<file path="config.mk">
export PLATFORM = sky130hd
export DESIGN_NAME = frac_baud_gen
export DESIGN_NICKNAME = d
export VERILOG_FILES = /design/src/rtl/frac_baud_pkg.sv /design/src/rtl/frac_baud_regs.sv /design/src/rtl/frac_baud_guard.sv /design/src/rtl/frac_baud_engine.sv /design/src/rtl/frac_baud_gen.sv
export SDC_FILE = /design/constraint.sdc
export NUM_CORES = 1
export LEC_CHECK = 0
export ABC_AREA = 1
export BUFFER_PORTS_ARGS = -buffer_cell sky130_fd_sc_hd__buf_2
export CAP_MARGIN = 10
export CORE_AREA = 2 2 74 104
export DETAILED_ROUTE_END_ITERATION = 8
export DIE_AREA = 0 0 76 106
export HOLD_SLACK_MARGIN = 0.08
export PLACE_DENSITY = 0.74
export SLEW_MARGIN = 25
export SYNTH_ARGS = -nofsm -noshare
export SYNTH_HDL_FRONTEND = slang
export SYNTH_SLANG_ARGS = --single-unit
export TNS_END_PERCENT = 30
</file>
<file path="constraint.sdc">
create_clock -name clk -period 3.7 [get_ports clk]
set_input_delay 1.11 -clock clk [delete_from_list [all_inputs] [get_ports clk]]
set_output_delay 1.11 -clock clk [all_outputs]
set_load 0.05 [all_outputs]
</file>
<file path="src/rtl/frac_baud_pkg.sv">
package frac_baud_pkg;

    localparam int ADDR_W    = 2;
    localparam int LATCH_BIT = 7;

    // Write-port register selector
    typedef enum logic [ADDR_W-1:0] {
        REG_DIV_LO = 2'd0,
        REG_DIV_HI = 2'd1,
        REG_FRAC   = 2'd2,
        REG_LINE   = 2'd3
    } reg_sel_e;

endpackage

</file>
<file path="src/rtl/frac_baud_regs.sv">
module frac_baud_regs
    import frac_baud_pkg::*;
#(
    parameter int DIV_W    = 16,
    parameter int FRAC_W   = 4,
    parameter int DATA_W   = 8,
    parameter int RESET_DL = 8
) (
    input  logic                 clk,
    input  logic                 rst_n,
    input  logic                 wr_en,
    input  logic [ADDR_W-1:0]    wr_addr,
    input  logic [DATA_W-1:0]    wr_data,
    output logic [DIV_W-1:0]     dl_o,
    output logic [FRAC_W-1:0]    add_o,
    output logic [FRAC_W-1:0]    mul_o,
    output logic                 latch_o,
    output logic                 restart_o
);

    localparam int HI_W = DIV_W - DATA_W;

    typedef struct packed {
        logic [DIV_W-1:0]  dl;
        logic [FRAC_W-1:0] add;
        logic [FRAC_W-1:0] mul;
        logic              latch;
        logic              restart;
    } regs_t;

    regs_t r_d, r_q;

    always_comb begin
        r_d         = r_q;
        r_d.restart = 1'b0;
        if (wr_en) begin
            case (reg_sel_e'(wr_addr))
                REG_DIV_LO: begin
                    if (r_q.latch) begin
                        r_d.dl[DATA_W-1:0] = wr_data;
                        r_d.restart        = 1'b1;
                    end
                end
                REG_DIV_HI: begin
                    if (r_q.latch) begin
                        r_d.dl[DIV_W-1:DATA_W] = wr_data[HI_W-1:0];
                        r_d.restart            = 1'b1;
                    end
                end
                REG_FRAC: begin
                    r_d.add     = wr_data[FRAC_W-1:0];
                    r_d.mul     = wr_data[2*FRAC_W-1:FRAC_W];
                    r_d.restart = 1'b1;
                end
                default: begin
                    r_d.latch = wr_data[LATCH_BIT];
                end
            endcase
        end
    end

    always_ff @(posedge clk) begin
        if (!rst_n) begin
            r_q.dl      <= DIV_W'(RESET_DL);
            r_q.add     <= '0;
            r_q.mul     <= FRAC_W'(1);
            r_q.latch   <= 1'b0;
            r_q.restart <= 1'b0;
        end else begin
            r_q <= r_d;
        end
    end

    assign dl_o      = r_q.dl;
    assign add_o     = r_q.add;
    assign mul_o     = r_q.mul;
    assign latch_o   = r_q.latch;
    assign restart_o = r_q.restart;

endmodule

</file>
<file path="src/rtl/frac_baud_guard.sv">
module frac_baud_guard #(
    parameter int DIV_W  = 16,
    parameter int FRAC_W = 4
) (
    input  logic [DIV_W-1:0]  dl_i,
    input  logic [FRAC_W-1:0] add_i,
    input  logic [FRAC_W-1:0] mul_i,
    output logic [DIV_W-1:0]  dl_o,
    output logic [FRAC_W-1:0] add_o,
    output logic [FRAC_W-1:0] mul_o
);

    logic [DIV_W-1:0]  dl_v;
    logic [FRAC_W-1:0] add_v;
    logic [FRAC_W-1:0] mul_v;

    always_comb begin
        mul_v = (mul_i == '0) ? FRAC_W'(1) : mul_i;
        add_v = (add_i >= mul_v) ? '0 : add_i;
        dl_v  = (dl_i == '0) ? DIV_W'(1) : dl_i;
        if ((add_v != '0) && (dl_v < DIV_W'(2))) begin
            dl_v = DIV_W'(2);
        end
    end

    assign dl_o  = dl_v;
    assign add_o = add_v;
    assign mul_o = mul_v;

endmodule

</file>
<file path="src/rtl/frac_baud_engine.sv">
module frac_baud_engine #(
    parameter int DIV_W     = 16,
    parameter int FRAC_W    = 4,
    parameter int RESET_PER = 8
) (
    input  logic              clk,
    input  logic              rst_n,
    input  logic              restart,
    input  logic [DIV_W-1:0]  dl_eff,
    input  logic [FRAC_W-1:0] add_eff,
    input  logic [FRAC_W-1:0] mul_eff,
    output logic              tick_o,
    output logic [DIV_W:0]    cnt_o,
    output logic [DIV_W:0]    per_o,
    output logic [FRAC_W-1:0] acc_o
);

    localparam int PER_W = DIV_W + 1;

    typedef struct packed {
        logic [PER_W-1:0]  cnt;
        logic [PER_W-1:0]  per;
        logic [FRAC_W-1:0] acc;
        logic              tick;
    } eng_t;

    eng_t s_d, s_q;

    logic [FRAC_W:0]  sum;
    logic             wrap;
    logic [PER_W-1:0] base;

    always_comb begin
        sum  = {1'b0, s_q.acc} + {1'b0, add_eff};
        wrap = (sum >= {1'b0, mul_eff});
        base = {1'b0, dl_eff};

        s_d      = s_q;
        s_d.tick = 1'b0;
        if (restart) begin
            s_d.cnt = '0;
            s_d.acc = add_eff;
            s_d.per = base;
        end else if (s_q.cnt == (s_q.per - PER_W'(1))) begin
            s_d.tick = 1'b1;
            s_d.cnt  = '0;
            if (wrap) begin
                s_d.acc = FRAC_W'(sum - {1'b0, mul_eff});
                s_d.per = {dl_eff, 1'b0};
            end else begin
                s_d.acc = sum[FRAC_W-1:0];
                s_d.per = base;
            end
        end else begin
            s_d.cnt = s_q.cnt + PER_W'(1);
        end
    end

    always_ff @(posedge clk) begin
        if (!rst_n) begin
            s_q.cnt  <= '0;
            s_q.per  <= PER_W'(RESET_PER);
            s_q.acc  <= '0;
            s_q.tick <= 1'b0;
        end else begin
            s_q <= s_d;
        end
    end

    assign tick_o = s_q.tick;
    assign cnt_o  = s_q.cnt;
    assign per_o  = s_q.per;
    assign acc_o  = s_q.acc;

endmodule

</file>
<file path="src/rtl/frac_baud_gen.sv">
module frac_baud_gen
    import frac_baud_pkg::*;
#(
    parameter int DIV_W    = 16,
    parameter int FRAC_W   = 4,
    parameter int DATA_W   = 8,
    parameter int RESET_DL = 8
) (
    input  logic                clk,
    input  logic                rst_n,
    input  logic                wr_en,
    input  logic [ADDR_W-1:0]   wr_addr,
    input  logic [DATA_W-1:0]   wr_data,
    output logic                baud_tick
);

    localparam int RESET_PER = (RESET_DL == 0) ? 1 : RESET_DL;

    logic [DIV_W-1:0]  dl_raw;
    logic [FRAC_W-1:0] add_raw;
    logic [FRAC_W-1:0] mul_raw;
    logic              latch_w;
    logic              restart_w;
    logic [DIV_W-1:0]  dl_eff;
    logic [FRAC_W-1:0] add_eff;
    logic [FRAC_W-1:0] mul_eff;
    logic [DIV_W:0]    cnt_w;
    logic [DIV_W:0]    per_w;
    logic [FRAC_W-1:0] acc_w;

    frac_baud_regs #(
        .DIV_W    (DIV_W),
        .FRAC_W   (FRAC_W),
        .DATA_W   (DATA_W),
        .RESET_DL (RESET_DL)
    ) u_regs (
        .clk       (clk),
        .rst_n     (rst_n),
        .wr_en     (wr_en),
        .wr_addr   (wr_addr),
        .wr_data   (wr_data),
        .dl_o      (dl_raw),
        .add_o     (add_raw),
        .mul_o     (mul_raw),
        .latch_o   (latch_w),
        .restart_o (restart_w)
    );

    frac_baud_guard #(
        .DIV_W  (DIV_W),
        .FRAC_W (FRAC_W)
    ) u_guard (
        .dl_i  (dl_raw),
        .add_i (add_raw),
        .mul_i (mul_raw),
        .dl_o  (dl_eff),
        .add_o (add_eff),
        .mul_o (mul_eff)
    );

    frac_baud_engine #(
        .DIV_W     (DIV_W),
        .FRAC_W    (FRAC_W),
        .RESET_PER (RESET_PER)
    ) u_engine (
        .clk     (clk),
        .rst_n   (rst_n),
        .restart (restart_w),
        .dl_eff  (dl_eff),
        .add_eff (add_eff),
        .mul_eff (mul_eff),
        .tick_o  (baud_tick),
        .cnt_o   (cnt_w),
        .per_o   (per_w),
        .acc_o   (acc_w)
    );

endmodule

</file>
==> flow_metrics.env <==
export IMPL_antennaDiodeCount=0
export IMPL_clk_latency_ps=350
export IMPL_viasPerCell=5.263
export IMPL_crit_chain="inv_2 > a31o_4 > ha_4 > nand4_1 > nand3_2 > nor2_1 > ha_2 > fa_2 > nand2_2 > inv_2 > nor2_4 > ha_4 > a21oi_2 > o21ai_1 > nand2_1 > nand4_1 > nand2_4 > clkbuf_16 > nand2_2 > o21ai_1 > nand3b_1 > o21ai_1"
export IMPL_synth_cells=571
export IMPL_wl_per_cell_um=13.09
export IMPL_clock_fmax_mhz=271.0
export IMPL_avgSynthCellArea_um2=6.753
export IMPL_hold_class="flip-flop to flip-flop"
export IMPL_drcViolationCount=0
export IMPL_hold_slack_ps=457.3
export IMPL_post_route_period_util=0.9972
export IMPL_place_hpwl_mm=6.518
export IMPL_cts_buffers=9
export IMPL_routed_wl_mm=9.043
export IMPL_synth_seq_cells=65
export IMPL_hold_depth=2
export IMPL_synth_distinct_cells=33
export IMPL_busiest_layer="met2"
export IMPL_cpMaxStageDelayCell="fa_2"
export IMPL_worstPathMaxFanout=5
export IMPL_firstDrtPassIters=4
export IMPL_core_um2=7176
export IMPL_critical_path_top_delay_family="simple AND/OR/NAND/NOR gates"
export IMPL_cts_sinks=65
export IMPL_seq_area_frac_synth=0.3374
export IMPL_rsz0062_at_grt="yes"
export IMPL_cp_num_buf_inv=3
export IMPL_r2r_cells=22
export IMPL_end_kind="flip-flop"
export IMPL_slew_violations=0
export IMPL_h_tree_depth=3
export IMPL_r2r_slack_ps=10
export IMPL_area_delta_synth_final_pct=14.02
export IMPL_ir_drop_v=0.0002700
export IMPL_layout_setup_ws_ps=10.52
export IMPL_pwr_density_cell_nw_per_um2=398.1
export IMPL_slew_headroom=0.6401
export IMPL_clk_path_buf_depth=2
export IMPL_cp_required_ps=3940
export IMPL_synth_area_leaders="dfxtp_1 (34%), nand2_1 (13%), nor2_1 (7.3%), inv_1 (6.7%), o21ai_0 (6.0%)"
export IMPL_max_stage_delay_ps=420
export IMPL_die_area_um2=8056
export IMPL_grt_total_usage=0.2270
export IMPL_grt_util_met1=0.2331
export IMPL_tns_ps=0
export IMPL_synth_top_area_share=0.3374
export IMPL_p_leak_uw=0.002057
export IMPL_hp_start="u_regs.latch_o"
export IMPL_reg2reg_from="u_regs.mul_o[1]"
export IMPL_drive_gt1_frac=0.1448
export IMPL_use_met3=0.04839
export IMPL_syn_area_um2=3856
export IMPL_setup_violations=0
export IMPL_rows=37
export IMPL_overflow=0
export IMPL_dpl_worst_slack_ps=-45.65
export IMPL_fp_dieW_um=76
export IMPL_synth_enable_flop_cells=0
export IMPL_path_class="flip-flop to flip-flop"
export IMPL_globalRouteMet2Util=0.4094
export IMPL_grt_pass1_wl_mm=14.64
export IMPL_cts_root_buf="clkbuf_8"
export IMPL_status="finished, final reports clean"
export IMPL_startpoint="u_regs.mul_o[1]"
export IMPL_cap_violations=0
export IMPL_final_nets=618
export IMPL_die_h_um=106
export IMPL_crit_top_cell="o21ai_1"
export IMPL_worst_pin_slew_ps=539.2
export IMPL_drt_iter0_markers=173
export IMPL_hold_buffers=0
export IMPL_grt_max_degree=46
export IMPL_finClkSkew_ps=15.49
export IMPL_yosysTopAreaCell="dfxtp_1"
export IMPL_hold_violations=0
export IMPL_crit_arrival_ps=3930
export IMPL_async_reset_ff_frac=0
export IMPL_drt_antenna_violating_nets=0
export IMPL_ios=14
export IMPL_start_util=0.5374
export IMPL_portBuffers=13
export IMPL_period_minus_slack_ps=3689
export IMPL_start_kind="flip-flop"
export IMPL_path_depth=22
export IMPL_vias=3637
export IMPL_synth_main_ff_cell="dfxtp_1"
export IMPL_syn_num_nets=600
export IMPL_antenna_found_initial=0
export IMPL_grt_pass1_vias=3393
export IMPL_cts_tree="built"
export IMPL_clk_pin_slew_ps=80
export IMPL_yosysWarnings=0
export IMPL_gp_congestion=0.9296
worst paths after layout:
kind                              to
setup / recovery  u_engine.per_o[13]
hold / removal        u_regs.latch_o
setup reg to reg  u_engine.per_o[13]
hold reg to reg       u_regs.latch_o
kinds of logic (layout without fill, tap and decap cells):
logic type | after synthesis | in the layout | synth area share
AND/OR/NAND/NOR | 285 | 286 | 0.3267
buffers and inverters | 90 | 112 | 0.09539
AO/OA/AOI/OAI | 85 | 85 | 0.1165
flip-flops | 65 | 65 | 0.3374
XOR/XNOR | 30 | 30 | 0.06814
adder cells (fa/ha/maj) | 16 | 16 | 0.05581
metal layers:
| metal | share of wire | vias to the layer above |
|---|---|---|
| li1 | - | 1867 |
| met1 | 0.40 | 1652 |
| met2 | 0.52 | 81 |
| met3 | 0.032 | 37 |
| met4 | 0.046 | 0 |
| met5 | 0 | - |
layout make-up:
class / count / area (um^2)
Timing Repair Buffer: 23 / 186.4
Multi-Input combinational cell: 417 / 2305
Fill cell: 636 / 2779
Clock buffer: 12 / 155.1
Tap cell: 97 / 121.4
Inverter: 73 / 274.0
Clock inverter: 4 / 51.30
Sequential cell: 65 / 1304
worst register-to-register path, stage by stage, from the launching register on:
cell and delay (ps):
dfxtp_2 350, inv_2 60, a31o_4 260, ha_4 270, nand4_1 140, nand3_2 140
nor2_1 60, ha_2 200, fa_2 420, nand2_2 90, inv_2 50, nor2_4 130
ha_4 220, a21oi_2 110, o21ai_1 90, nand2_1 100, nand4_1 230, nand2_4 210
clkbuf_16 170, nand2_2 40, o21ai_1 50, nand3b_1 110, o21ai_1 60
report_power, final:
group / switching, uW / internal, uW / total (uW) / leakage [uW]
Clock: 286 / 348 / 634 / 0.000103
Combinational: 222 / 162 / 385 / 0.00143
Sequential: 15.1 / 716 / 731 / 0.000527
state kept, by name (all words and copies together), names as in the netlist:
register,count
u_engine.cnt_o,17
u_engine.per_o,17
u_regs.dl_o,16
u_engine.acc_o,4
u_regs.add_o,4
u_regs.mul_o,4
u_engine.tick_o,1
u_regs.latch_o,1
u_regs.restart_o,1
stage by stage:
stage                     instances  total power, uW  utilization  cell area [um^2]
after floorplan                 571            967.9            -              3856
after global placement          668             1026       0.5545              3979
after detailed placement        668             1036       0.5545              3979
after CTS                       684             1665       0.5845              4194
after global routing            691             1827       0.6127              4397
final                           691             1750       0.6127              4397
synth_stat cells, drive strengths merged, types with 8 or more instances:
| cell type | instances |
|---|---|
| clkbuf | 8 |
| a21oi | 28 |
| inv | 73 |
| dfxtp | 65 |
| nand2 | 137 |
| ha | 14 |
| buf | 9 |
| nand3 | 40 |
| xnor2 | 10 |
| xor2 | 20 |
| nor2 | 80 |
| nand4 | 11 |
| nor3 | 9 |
| o21ai | 50 |
timing repair:
item	4_1_cts	5_1_grt
resized for setup	2	45
setup buffers	0	4
cloned	0	3
pin swaps	0	21
endpoints found under the setup margin	10	21
cell usage in the layout, fill, tap and decap left out, drive strengths merged:
cell      synthesis  final
nand2           137    138
nor2             80     80
inv              73     73
dfxtp            65     65
o21ai            50     50
nand3            40     40
a21oi            28     28
buf               9     21
xor2             20     20
clkbuf            8     14
ha               14     14
nand4            11     11
xnor2            10     10
nor3              9      9
nand3b            7      7
o21bai            2      2
o2111ai           2      2
fa                2      2
clkinv            0      2
a31o              1      1
o211ai            1      1
a41o              1      1
or2               1      1
bufinv            0      1
clkinvlp          0      1
No activity file was read; power rests on OpenSTA's default activity.
